## src/rtl/sio_irq_pkg.sv

```systemverilog
package sio_irq_pkg;
  localparam int N_CH       = 2;
  localparam int CMD_W      = 3;
  localparam int STAT_W     = 8;
  localparam logic [CMD_W-1:0] CMD_RST_TX = 3'b101;

  // packed so that rx is the MSB: {rx, tx, ext}
  typedef struct packed {
    logic rx;
    logic tx;
    logic ext;
  } src_pend_t;

  localparam int SRC_W  = $bits(src_pend_t);
  localparam int SPARE_W = STAT_W - N_CH * SRC_W;

  function automatic logic [STAT_W-1:0] pack_status(src_pend_t a, src_pend_t b);
    return {{SPARE_W{1'b0}}, a, b};
  endfunction

  function automatic logic is_rst_tx(logic [CMD_W-1:0] code);
    return code == CMD_RST_TX;
  endfunction

  // one pending bit: set, then clear overrides
  function automatic logic next_bit(logic cur, logic set, logic clr);
    return clr ? 1'b0 : (set ? 1'b1 : cur);
  endfunction
endpackage

```

## src/rtl/sio_cmd_decode.sv

```systemverilog
module sio_cmd_decode
  import sio_irq_pkg::*;
(
  input  logic             cmd_wr,
  input  logic             cmd_chan,
  input  logic [CMD_W-1:0] cmd_code,
  output logic [N_CH-1:0]  rst_tx_hit
);
  logic code_hit;
  assign code_hit = cmd_wr && is_rst_tx(cmd_code);

  for (genvar c = 0; c < N_CH; c++) begin : g_hit
    assign rst_tx_hit[c] = code_hit && (cmd_chan == 1'(c));
  end
endmodule

```

## src/rtl/sio_chan_pend.sv

```systemverilog
module sio_chan_pend
  import sio_irq_pkg::*;
(
  input  logic      clk,
  input  logic      rst_n,
  input  logic      tx_done,
  input  logic      tx_ie,
  input  logic      rx_evt,
  input  logic      rx_ie,
  input  logic      ext_evt,
  input  logic      ext_ie,
  input  logic      rx_clr,
  input  logic      ext_clr,
  input  logic      data_wr,
  input  logic      rst_tx,
  output src_pend_t pend,
  output logic      disarm
);
  src_pend_t pend_q;
  logic      disarm_q;

  // named internal events
  logic tx_set_ev, rx_set_ev, ext_set_ev;
  assign tx_set_ev  = tx_done && tx_ie && !disarm_q;
  assign rx_set_ev  = rx_evt && rx_ie;
  assign ext_set_ev = ext_evt && ext_ie;

  always_ff @(posedge clk or negedge rst_n) begin
    if (!rst_n) begin
      pend_q   <= '0;
      disarm_q <= 1'b0;
    end else begin
      pend_q.tx  <= next_bit(pend_q.tx,  tx_set_ev,  rst_tx);
      pend_q.rx  <= next_bit(pend_q.rx,  rx_set_ev,  rx_clr);
      pend_q.ext <= next_bit(pend_q.ext, ext_set_ev, ext_clr);
      // command after data write: command wins in the same cycle
      disarm_q   <= rst_tx ? 1'b1 : (data_wr ? 1'b0 : disarm_q);
    end
  end

  assign pend   = pend_q;
  assign disarm = disarm_q;

  p_cmd_drops_tx_r3: assert property (@(posedge clk) disable iff (!rst_n)
    rst_tx |=> !pend_q.tx && disarm_q);
  p_disarm_blocks_tx_r4: assert property (@(posedge clk) disable iff (!rst_n)
    disarm_q && !pend_q.tx && tx_done |=> !pend_q.tx);
  p_data_arms_r5: assert property (@(posedge clk) disable iff (!rst_n)
    data_wr && !rst_tx |=> !disarm_q);
  p_tx_needs_enable_r6: assert property (@(posedge clk) disable iff (!rst_n)
    !pend_q.tx && !tx_ie |=> !pend_q.tx);
  p_rx_clear_wins_r8: assert property (@(posedge clk) disable iff (!rst_n)
    rx_clr |=> !pend_q.rx);
  p_ext_clear_wins_r8: assert property (@(posedge clk) disable iff (!rst_n)
    ext_clr |=> !pend_q.ext);
endmodule

```

## src/rtl/sio_stat_read.sv

```systemverilog
module sio_stat_read
  import sio_irq_pkg::*;
(
  input  logic              clk,
  input  logic              rst_n,
  input  src_pend_t         pend_a,
  input  src_pend_t         pend_b,
  input  logic              rd_chan,
  input  logic              master_ie,
  output logic [STAT_W-1:0] status,
  output logic              irq
);
  logic [STAT_W-1:0] packed_stat;
  logic              any_pend;

  assign packed_stat = pack_status(pend_a, pend_b);
  assign any_pend    = |packed_stat;
  assign status      = rd_chan ? '0 : packed_stat;
  assign irq         = master_ie && any_pend;

  p_spare_zero_r1: assert property (@(posedge clk) disable iff (!rst_n)
    status[STAT_W-1:N_CH*SRC_W] == '0);
  p_chan_b_zero_r2: assert property (@(posedge clk) disable iff (!rst_n)
    rd_chan |-> status == '0);
  p_irq_gated_r9: assert property (@(posedge clk) disable iff (!rst_n)
    !master_ie |-> !irq);
endmodule

```

## src/rtl/sio_irq_pending.sv

```systemverilog
module sio_irq_pending
  import sio_irq_pkg::*;
(
  input  logic              clk,
  input  logic              rst_n,
  input  logic              cmd_wr,
  input  logic              cmd_chan,
  input  logic [CMD_W-1:0]  cmd_code,
  input  logic [N_CH-1:0]   data_wr,
  input  logic [N_CH-1:0]   tx_done,
  input  logic [N_CH-1:0]   rx_evt,
  input  logic [N_CH-1:0]   ext_evt,
  input  logic [N_CH-1:0]   tx_ie,
  input  logic [N_CH-1:0]   rx_ie,
  input  logic [N_CH-1:0]   ext_ie,
  input  logic [N_CH-1:0]   rx_clr,
  input  logic [N_CH-1:0]   ext_clr,
  input  logic              master_ie,
  input  logic              rd_chan,
  output logic [STAT_W-1:0] status,
  output logic              irq
);
  logic [N_CH-1:0] rst_tx_hit;
  src_pend_t       pend [N_CH];
  logic [N_CH-1:0] disarm;

  sio_cmd_decode u_dec (
    .cmd_wr     (cmd_wr),
    .cmd_chan   (cmd_chan),
    .cmd_code   (cmd_code),
    .rst_tx_hit (rst_tx_hit)
  );

  for (genvar c = 0; c < N_CH; c++) begin : g_ch
    sio_chan_pend u_ch (
      .clk     (clk),
      .rst_n   (rst_n),
      .tx_done (tx_done[c]),
      .tx_ie   (tx_ie[c]),
      .rx_evt  (rx_evt[c]),
      .rx_ie   (rx_ie[c]),
      .ext_evt (ext_evt[c]),
      .ext_ie  (ext_ie[c]),
      .rx_clr  (rx_clr[c]),
      .ext_clr (ext_clr[c]),
      .data_wr (data_wr[c]),
      .rst_tx  (rst_tx_hit[c]),
      .pend    (pend[c]),
      .disarm  (disarm[c])
    );
  end

  sio_stat_read u_rd (
    .clk       (clk),
    .rst_n     (rst_n),
    .pend_a    (pend[0]),
    .pend_b    (pend[1]),
    .rd_chan   (rd_chan),
    .master_ie (master_ie),
    .status    (status),
    .irq       (irq)
  );

  p_one_chan_cmd_r3: assert property (@(posedge clk) disable iff (!rst_n)
    $countones(rst_tx_hit) <= 1);
  p_reset_clear_r10: assert property (@(posedge clk)
    $rose(rst_n) |-> disarm == '0 && status == '0);
endmodule

```

## config.mk

```make
export PLATFORM = sky130hd
export DESIGN_NAME = sio_irq_pending
export DESIGN_NICKNAME = d
export VERILOG_FILES = /design/src/rtl/sio_irq_pkg.sv /design/src/rtl/sio_cmd_decode.sv /design/src/rtl/sio_chan_pend.sv /design/src/rtl/sio_stat_read.sv /design/src/rtl/sio_irq_pending.sv
export SDC_FILE = /design/constraint.sdc
export NUM_CORES = 1
export LEC_CHECK = 0
export BUFFER_PORTS_ARGS = -buffer_cell sky130_fd_sc_hd__buf_2
export CELL_PAD_IN_SITES_DETAIL_PLACEMENT = 2
export CELL_PAD_IN_SITES_GLOBAL_PLACEMENT = 2
export CORE_MARGIN = 5
export CORE_UTILIZATION = 17
export CTS_BUF_LIST = sky130_fd_sc_hd__clkbuf_16
export DETAILED_ROUTE_END_ITERATION = 8
export PLACE_DENSITY = 0.77
export SLEW_MARGIN = 20
export SYNTH_ARGS = -nofsm -noshare
export SYNTH_HDL_FRONTEND = slang
export SYNTH_SLANG_ARGS = --single-unit
```

## constraint.sdc

```tcl
create_clock -name clk -period 1.49 [get_ports clk]
set_input_delay 0.149 -clock clk [delete_from_list [all_inputs] [get_ports clk]]
set_output_delay 0.149 -clock clk [all_outputs]
set_load 0.05 [all_outputs]
```

==> results of run 1 <==
[state kept, by name, indices dropped and copies added (netlist names)]
register          cells
g_ch.u_ch.pend        6
g_ch.u_ch.disarm      2
[cell type report]
class,instances,area share
Timing Repair Buffer,37,0.297
Clock buffer,3,0.109
Multi-Input combinational cell,26,0.240
Sequential cell,8,0.291
Tap cell,28,0.0510
Inverter,2,0.0109
[layer usage]
metal	GRT usage	routed length [µm]	up-vias
met5	0	0	-
met4	0.0298	0	0
met3	0.0430	133	0
met2	0.119	625	19
met1	0.0908	525	191
li1	-	-	207
[worst max path at each step]
stage | end | slack (ns) | cells past startpoint
4_1_cts | irq | -0.22 | 3
6_report | irq | -0.21 | 3
3_5_place_dp | irq | -0.01 | 3
5_1_grt | irq | -0.25 | 3
3_3_place_gp | irq | 0.02 | 3
2_1_floorplan | irq | 0.06 | 2
[placed cells by master (no fill, tap or decap), drive strengths merged]
master	count
clkbuf	3
a22o	1
buf	36
conb	2
o22a	1
a2bb2oi	1
nand4b	1
or4	1
o31a	1
a21oi	4
dfrtp	8
nor2	4
and3b	2
o22ai	1
and4b	1
inv	2
dlygate4sd3	1
nor2b	6
[where the power goes]
part,switching (mW),internal (mW)
clock,0.100,0.346
combinational,0.0887,0.0616
sequential,0.00783,0.232
[through the flow]
step / utilization / power (mW) / instances / worst slack (ns)
after floorplan: - / 0.325 / 38 / 0.0550
after global placement: 0.272 / 0.387 / 100 / 0.0167
after detailed placement: 0.272 / 0.391 / 100 / -0.00965
after CTS: 0.314 / 0.849 / 104 / -0.225
after global routing: 0.314 / 0.872 / 104 / -0.255
final: 0.314 / 0.836 / 104 / -0.214
[cells by family (layout without fill, tap and decap cells)]
kind of cell           Yosys count  after routing  share of synthesized area
AOI/OAI and AO/OA                9              9                      0.160
buffers and inverters            4             42                     0.0586
DFF                              8              8                      0.521
other                            1              2                    0.00976
and+or+nand+nor                 15             15                      0.251
[what timing repair did]
item,4_1_cts,5_1_grt
hold buffers,1,0
endpoints found under the hold margin,8,0
pin swaps,0,0
setup endpoints to repair,1,1
gates resized for setup,2,0
==> metrics.txt, run 1 <==
status=finished, violations left; violated checks=negative setup slack; unrepaired setup endpoints after global routing=yes; global-route wire length before repair=between 2 and 2.5 mm; fin. max-slew vios=0; filler cell count in the final layout=252; syn_area_per_cell=roughly 10 µm²; Final ANT Viol Nets=0; Layout area overhead=78.8%; largest cells by area after synthesis=dfrtp_1 (52%), nor2b_1 (9.8%), a21oi_1 (5.2%), and3b_1 (4.6%), buf_4 (3.9%); gpl congestion=approximately 0.66; Synth warnings=0; flip-flop and latch area=200 µm²; Post-CTS Setup Bufs=0; worst hold start=ext_clr[1]; worst-path cell chain=or4_1 -> o31a_1 -> buf_6; WHS Endpoint=g_ch[1].u_ch.pend[0]; routed vias/inst=roughly 4.0; final worst path period share=1.14; grt ovf=0; Buf/Inv on CP=1; DR pass1 iterations=2; Leak=between 0.3 and 0.4 nW; area leader, netlist=dfrtp_1; CP Max Fanout=2; TritonCTS clock tree=done; multi-input logic area=165 µm²; WS Path Type=flip-flop to output port; Main synth FF type=dfrtp_1; row cnt=17; final wirelength=between 1 and 1.5 mm; Total GRT Usage=0.0781; height of the die=about 58 µm; share of layout cells above drive strength 1=0.513; count of cell types in the netlist=16; CP Data Arrival Time=between 1.5 and 2 ns; # setup viols final=1; Area after DPL=~600 µm²; Initial Util=0.175; clock tree buffer depth=2; crit path launch type=flip-flop; post-synth top area share=0.521; CP peak stage delay=about 0.53 ns; maxcap violations=0; routed len/inst=approximately 12 µm; crit path from=g_ch[0].u_ch.pend[2]; Synth Cell Area=384 µm²; antenna diode count=0; die area=roughly 0.0033 mm²; r2r worst-path depth=2; reg2reg setup slack=0.68 ns; Hold Path Depth=2; Critical Path RT=between 1 and 1.5 ns; Final Cell Area=a little under 700 µm²; Clock Latency Late Sink=0.23 ns; Core Area=0.00219 mm²; Slowest cell on crit path=or4_1; Clk pin slew, worst setup/hold paths=roughly 0.040 ns; peak supply drop=roughly 0.00036 V; worst min-delay path category=input port to flip-flop; Root Driver=clkbuf_16; number of enable flip-flop cells after synthesis=0; via count=about 420; count leader, synth=dfrtp_1; Seq cells post-synth=8; largest net degree at the start of global routing=9; Num CTS Buffers=3; minimum clock period after layout=1.70 ns; Clock Skew=between 0.0006 and 0.0007 ns; final hold violations=0; Fin Setup TNS=-0.214 ns; Ports=36; post-detail-place hpwl=about 1.1 mm; Nets=roughly 110; top post-synthesis cells by count=dfrtp_1 (8), nor2b_1 (6), a21oi_1 (4), nor2_1 (4); detailed router's first-iteration violation count=1; CP Capture Type=output port; sequential share of the synthesized area=0.521; fmax=slightly below 600 MHz; antenna violations before repair=0; async set-reset flop share out of synthesis=1.00; H-tree depth=1; Top Family by Delay on Critical Path=simple AND/OR/NAND/NOR gates; worst r2r src=g_ch[0].u_ch.disarm; DIE WIDTH=57.5 µm; vias in the first global route=457; PD cells=about 1200 mW/mm²; worst setup margin=-0.214 ns; CTS Sinks=8; Buffers on Ports=33; post-synthesis cell count=37; worst reg2reg path endpoint=g_ch[0].u_ch.pend[1]; hold slack=0.0676 ns; # DRC=0
No activity file was read; power rests on OpenSTA's default activity.
==> run 2: changes to the inputs <==
==> constraint.sdc (replaced) <==
create_clock -name clk -period 1.49 [get_ports clk]
set_input_delay 0.3725 -clock clk [delete_from_list [all_inputs] [get_ports clk]]
set_output_delay 0.3725 -clock clk [all_outputs]
set_load 0.05 [all_outputs]
==> run 2 against run 1 <==
The flow still finishes with violations (negative setup slack). Die area is the same. Fmax shrank 13%. Clock power shrank 1%. Flip-flop and latch count is the same. Core utilization grew 2.1 points. Sequential power is essentially flat. Via count grew 5.3%. Clock-buffer cell count is the same.
==> metrics.txt, run 2 (synthesis results as in run 1) <==
Slowest cell on crit path=or4_4 (was or4_1); gpl congestion=0.678 (was 0.657); antenna diode count=0 (unchanged); share of layout cells above drive strength 1=0.564 (was 0.513); DR pass1 iterations=2 (unchanged); DIE WIDTH=57.5 µm (unchanged); Core Area=0.00219 mm² (unchanged); Layout area overhead=90.6% (was 78.8%); violated checks=negative setup slack (unchanged); # DRC=0 (unchanged); Root Driver=clkbuf_16 (unchanged); detailed router's first-iteration violation count=3 (was 1); Initial Util=0.175 (unchanged); PD cells=1160 mW/mm² (was 1220 mW/mm²); leading cell type in the layout, fill and taps excluded=buf_2 (unchanged); antenna violations before repair=0 (unchanged); commonest non-fill, non-tap cells in the layout=buf_2 (29), dfrtp_1 (8), nor2b_1 (5), buf_4 (5) (was buf_2 (32), dfrtp_1 (8), nor2b_1 (6)); Num CTS Buffers=3 (unchanged); Hold Path Depth=2 (unchanged); Clock Latency Late Sink=0.23 ns (about the same); row cnt=17 (unchanged); filler cell count in the final layout=256 (was 252); unrepaired setup endpoints after global routing=yes (unchanged); Total GRT Usage=0.0874 (was 0.0781); crit path launch type=flip-flop (unchanged); r2r worst-path depth=4 (was 2); Ports=36 (unchanged); CP Data Arrival Time=1.57 ns (was 1.55 ns); grt ovf=0 (unchanged); peak supply drop=0.000843 V (was 0.000358 V); routed len/inst=13.8 µm (was 12.3 µm); Buf/Inv on CP=1 (unchanged); WS Path Type=flip-flop to output port (unchanged); minimum clock period after layout=1.95 ns (was 1.70 ns); final wirelength=1.47 mm (was 1.28 mm); final hold violations=0 (unchanged); largest net degree at the start of global routing=9 (unchanged); height of the die=57.5 µm (unchanged); post-detail-place hpwl=1.18 mm (was 1.13 mm); CP Capture Type=output port (unchanged); fin. max-slew vios=0 (unchanged); Buffers on Ports=33 (unchanged); critical path depth=3 (unchanged); worst min-delay path category=input port to flip-flop (unchanged); global-route wire length before repair=2.23 mm (was 2.01 mm); Final Power=0.850 mW (was 0.836 mW); # setup viols final=2 (was 1); H-tree depth=1 (unchanged); CP Max Fanout=2 (unchanged); routed vias/inst=4.14 (was 4.01); via count=439 (was 417); vias in the first global route=520 (was 457); Nets=107 (was 105); fmax=514 MHz (was 587 MHz); clock tree buffer depth=2 (unchanged); Final Core Density=0.334 (was 0.314); worst setup margin=-0.457 ns (was -0.214 ns); Top Family by Delay on Critical Path=simple AND/OR/NAND/NOR gates (unchanged); maxcap violations=0 (unchanged); pre-CTS setup slack=-0.273 ns (was -0.00965 ns); Largest register FFs=6 (unchanged); status=finished, violations left (unchanged); die area=0.00331 mm² (unchanged); worst-path cell chain=or4_4 -> o31a_4 -> buf_8 (was or4_1 -> o31a_1 -> buf_6); CP peak stage delay=0.52 ns (was 0.53 ns); final worst path period share=1.31 (was 1.14); Final ANT Viol Nets=0 (unchanged); Critical Path RT=1.12 ns (was 1.34 ns); Leak=0.383 nW (was 0.362 nW); Clock Skew=0.00371 ns (was 0.000650 ns); Clk pin slew, worst setup/hold paths=0.03 ns (was 0.04 ns); CTS Sinks=8 (unchanged); TritonCTS clock tree=done (unchanged)
## run 2: cell types whose count changed in the layout (fill, tap and decap cells not counted)
cell,previous run,this run
buf_2,32,29
buf_4,3,5
clkbuf_4,0,2
buf_8,0,1
nor2b_1,6,5
nor2b_2,0,1
o31a_1,1,0
o31a_4,0,1
or4_1,1,0
or4_4,0,1
## run 2: timing repair
item | 4_1_cts | 5_1_grt
hold buffers | 1 | 0
buffers inserted | 0 | 1
endpoints found under the setup margin | 1 | 4
gates resized for setup | 3 | 7
endpoints found under the hold margin | 8 | 0
gates cloned | 0 | 0
## run 2: path summary, 6_finish.rpt
kind	start	endpoint	slack, ns
worst max-delay path	g_ch[0].u_ch.pend[1]	irq	-0.46
worst min-delay path	ext_clr[1]	g_ch[1].u_ch.pend[0]	0.29
worst max register to register	g_ch[0].u_ch.pend[2]	g_ch[0].u_ch.pend[2]	0.59
worst min register to register	g_ch[1].u_ch.disarm	g_ch[1].u_ch.disarm	0.50
max in group asynchronous	rst_n	g_ch[0].u_ch.pend[1]	0.79
min in group asynchronous	rst_n	g_ch[1].u_ch.pend[2]	0.53
## run 2: cell type report
class / instances / area (µm²) / area share
timing repair buffer: 39 / 234 / 0.320
sequential: 8 / 200 / 0.274
multi-input combinational: 26 / 180 / 0.246
clock buffer: 3 / 75.1 / 0.103
tap: 28 / 35.0 / 0.0479
inverter: 2 / 7.51 / 0.0103
## run 2: power breakdown
| part | switching, mW | leakage [nW] | internal, mW |
|---|---|---|---|
| combinational | 0.0936 | 0.247 | 0.0733 |
| clock | 0.0959 | 0.0370 | 0.345 |
| sequential | 0.0102 | 0.0990 | 0.232 |
| total | 0.200 | 0.383 | 0.651 |
## run 2: worst reg2reg max path: cells and delay by family, from the launching register on
family          cells  cell delay [ns]
simple gates        1             0.05
compound gates      1             0.11
flops               1             0.37
buf+inv             2             0.25
## run 2: metal layers
metal | part of all wire | GRT usage
met1 | 0.35 | 0.0788
met2 | 0.56 | 0.174
met3 | 0.084 | 0.0520
met4 | 0 | 0
met5 | 0 | 0
## run 2: through the flow
step	TNS [ns]	std cells	hold slack, ns	instance area (µm²)
after floorplan	-0.127	38	0.0769	397
after global placement	-0.249	101	0.220	612
after detailed placement	-0.273	101	0.225	612
after CTS	-0.453	105	0.292	707
after global routing	-0.598	106	0.297	732
final	-0.505	106	0.294	732
==> run 3: changes to the inputs <==
--- a/config.mk
+++ b/config.mk
@@ -12,7 +12,9 @@
 export CORE_UTILIZATION = 17
 export CTS_BUF_LIST = sky130_fd_sc_hd__clkbuf_16
 export DETAILED_ROUTE_END_ITERATION = 8
+export MAX_ROUTING_LAYER = met4
 export PLACE_DENSITY = 0.77
+export REMOVE_ABC_BUFFERS = 1
 export SLEW_MARGIN = 20
 export SYNTH_ARGS = -nofsm -noshare
 export SYNTH_HDL_FRONTEND = slang
==> run 3 against run 2 <==
The run still ends with negative setup slack left. Core utilization fell by 1.6 points. Critical path depth did not move. Clock power barely moved. Total power fell by 1.8%. Via count fell by 2.7%. Clock skew fell by 0.0036 ns. First-iteration DRC count fell by 33%. Combinational power fell by 8%. Die area did not move. Flip-flop and latch count did not move. Critical path type unchanged. Critical endpoint unchanged. Largest power group unchanged.
==> metrics.txt, run 3 (synthesis results as in run 1) <==
status=finished, violations left (unchanged); violated checks=negative setup slack (unchanged); PD cells=1200 mW/mm² (was 1160 mW/mm²); filler cell count in the final layout=261 (was 256); detailed router's first-iteration violation count=2 (was 3); # setup viols final=1 (was 2); Clock Skew=0.0000852 ns (was 0.00371 ns); routed len/inst=12.4 µm (was 13.8 µm); Layout area overhead=81.4% (was 90.6%); row cnt=17 (unchanged); maxcap violations=0 (unchanged); leading cell type in the layout, fill and taps excluded=buf_2 (unchanged); Num CTS Buffers=3 (unchanged); Root Driver=clkbuf_16 (unchanged); power share of the clock group=0.528 (was 0.519); cell internal pwr=0.641 mW (was 0.651 mW); worst setup margin=-0.428 ns (was -0.457 ns); Final ANT Viol Nets=0 (unchanged); multi-input logic area=165 µm² (was 180 µm²); CTS Sinks=8 (unchanged); TritonCTS clock tree=done (unchanged); Leak=0.367 nW (was 0.383 nW); DIE WIDTH=57.5 µm (unchanged); Sw Share=0.232 (was 0.235); Final Power=0.835 mW (was 0.850 mW); CP peak stage delay=0.53 ns (was 0.52 ns); Critical Path RT=1.12 ns (about the same); hold slack=0.293 ns (was 0.294 ns); gpl congestion=0.652 (was 0.678); Fin Setup TNS=-0.428 ns (was -0.505 ns); DP Cell Count=101 (unchanged); register share of total power=0.287 (was 0.285); via count=427 (was 439); peak supply drop=0.000462 V (was 0.000843 V); Area after DPL=603 µm² (was 612 µm²); antenna diode count=0 (unchanged); die area=0.00331 mm² (unchanged); worst-path cell chain=or4_1 -> o31a_1 -> buf_6 (was or4_4 -> o31a_4 -> buf_8); Nets=106 (was 107); logic gate share of total power=0.185 (was 0.196); final hold violations=0 (unchanged); antenna violations before repair=0 (unchanged); share of layout cells above drive strength 1=0.519 (was 0.564); Final Core Density=0.318 (was 0.334); unrepaired setup endpoints after global routing=yes (unchanged); crit path launch type=flip-flop (unchanged); vias in the first global route=469 (was 520); height of the die=57.5 µm (unchanged); fmax=521 MHz (was 514 MHz); CP Capture Type=output port (unchanged); flip-flop and latch area=200 µm² (unchanged); # DRC=0 (unchanged); CP Data Arrival Time=1.55 ns (was 1.57 ns); CP Max Fanout=2 (unchanged); final wirelength=1.30 mm (was 1.47 mm); clock tree buffer depth=2 (unchanged); grt ovf=0 (unchanged); Clock Latency Late Sink=0.23 ns (about the same); largest net degree at the start of global routing=9 (unchanged); Non-Filler Instances=105 (was 106); final worst path period share=1.29 (was 1.31); Initial Util=0.175 (unchanged); Total GRT Usage=0.0847 (was 0.0874); global-route wire length before repair=2.04 mm (was 2.23 mm); Final Cell Area=697 µm² (was 732 µm²); fin. max-slew vios=0 (unchanged); minimum clock period after layout=1.92 ns (was 1.95 ns); worst min-delay path category=input port to flip-flop (unchanged); post-detail-place hpwl=1.13 mm (was 1.18 mm); Clk pin slew, worst setup/hold paths=0.04 ns (was 0.03 ns); DR pass1 iterations=2 (unchanged); H-tree depth=1 (unchanged); Ports=36 (unchanged); Core Area=0.00219 mm² (unchanged); Slowest cell on crit path=or4_1 (was or4_4); pre-CTS setup slack=-0.221 ns (was -0.273 ns); WS Path Type=flip-flop to output port (unchanged); routed vias/inst=4.07 (was 4.14); Buffers on Ports=33 (unchanged); Largest register FFs=6 (unchanged); commonest non-fill, non-tap cells in the layout=buf_2 (31), dfrtp_1 (8), nor2b_1 (6) (was buf_2 (29), dfrtp_1 (8), nor2b_1 (5), buf_4 (5)); net load switching power=0.193 mW (was 0.200 mW)
-- run 3: power groups by stage --
stage | Clock, mW | Combinational (mW) | Sequential, mW
after CTS | 0.453 | 0.157 | 0.240
after global placement | 0 | 0.148 | 0.241
after detailed placement | 0 | 0.151 | 0.242
after global routing | 0.465 | 0.166 | 0.242
final | 0.441 | 0.154 | 0.239
after floorplan | 0 | 0.0797 | 0.241
-- run 3: path summary, 6_finish.rpt --
check	slack [ns]	end	cells after the start	start
max	-0.43	irq	3	g_ch[0].u_ch.pend[2]
min	0.29	g_ch[0].u_ch.pend[0]	2	ext_clr[0]
max reg2reg	0.66	g_ch[1].u_ch.pend[1]	2	g_ch[1].u_ch.disarm
min reg2reg	0.50	g_ch[1].u_ch.disarm	1	g_ch[1].u_ch.disarm
max in group asynchronous	0.80	g_ch[1].u_ch.pend[1]	2	rst_n
min in group asynchronous	0.52	g_ch[0].u_ch.pend[2]	2	rst_n
-- run 3: final cells by class --
class,instances,share of cell area
repair buffers,38,0.307
multi-input cells,26,0.237
clock buffers,3,0.108
well taps,28,0.0503
flip-flops and latches,8,0.287
inverters,2,0.0108
-- run 3: critical path, delay by kind of cell, from the launching register on --
kind                   cells  cell delay, ns
AO/OA/AOI/OAI              1            0.27
flip-flops                 1            0.36
AND/OR/NAND/NOR            1            0.53
buffers and inverters      1            0.16
-- run 3: timing repair --
action / in CTS / in global routing
endpoints found under the setup margin: 1 / 2
hold buffers: 1 / 0
gates resized for setup: 2 / 1
buffers inserted: 0 / 0
endpoints found under the hold margin: 8 / 0
-- run 3: per-layer routing --
metal,GRT usage,up-vias,share of wire
li1,-,206,-
met1,0.0908,197,0.39
met2,0.137,22,0.49
met3,0.0317,2,0.11
met4,0.0397,0,0.012
met5,-,-,0
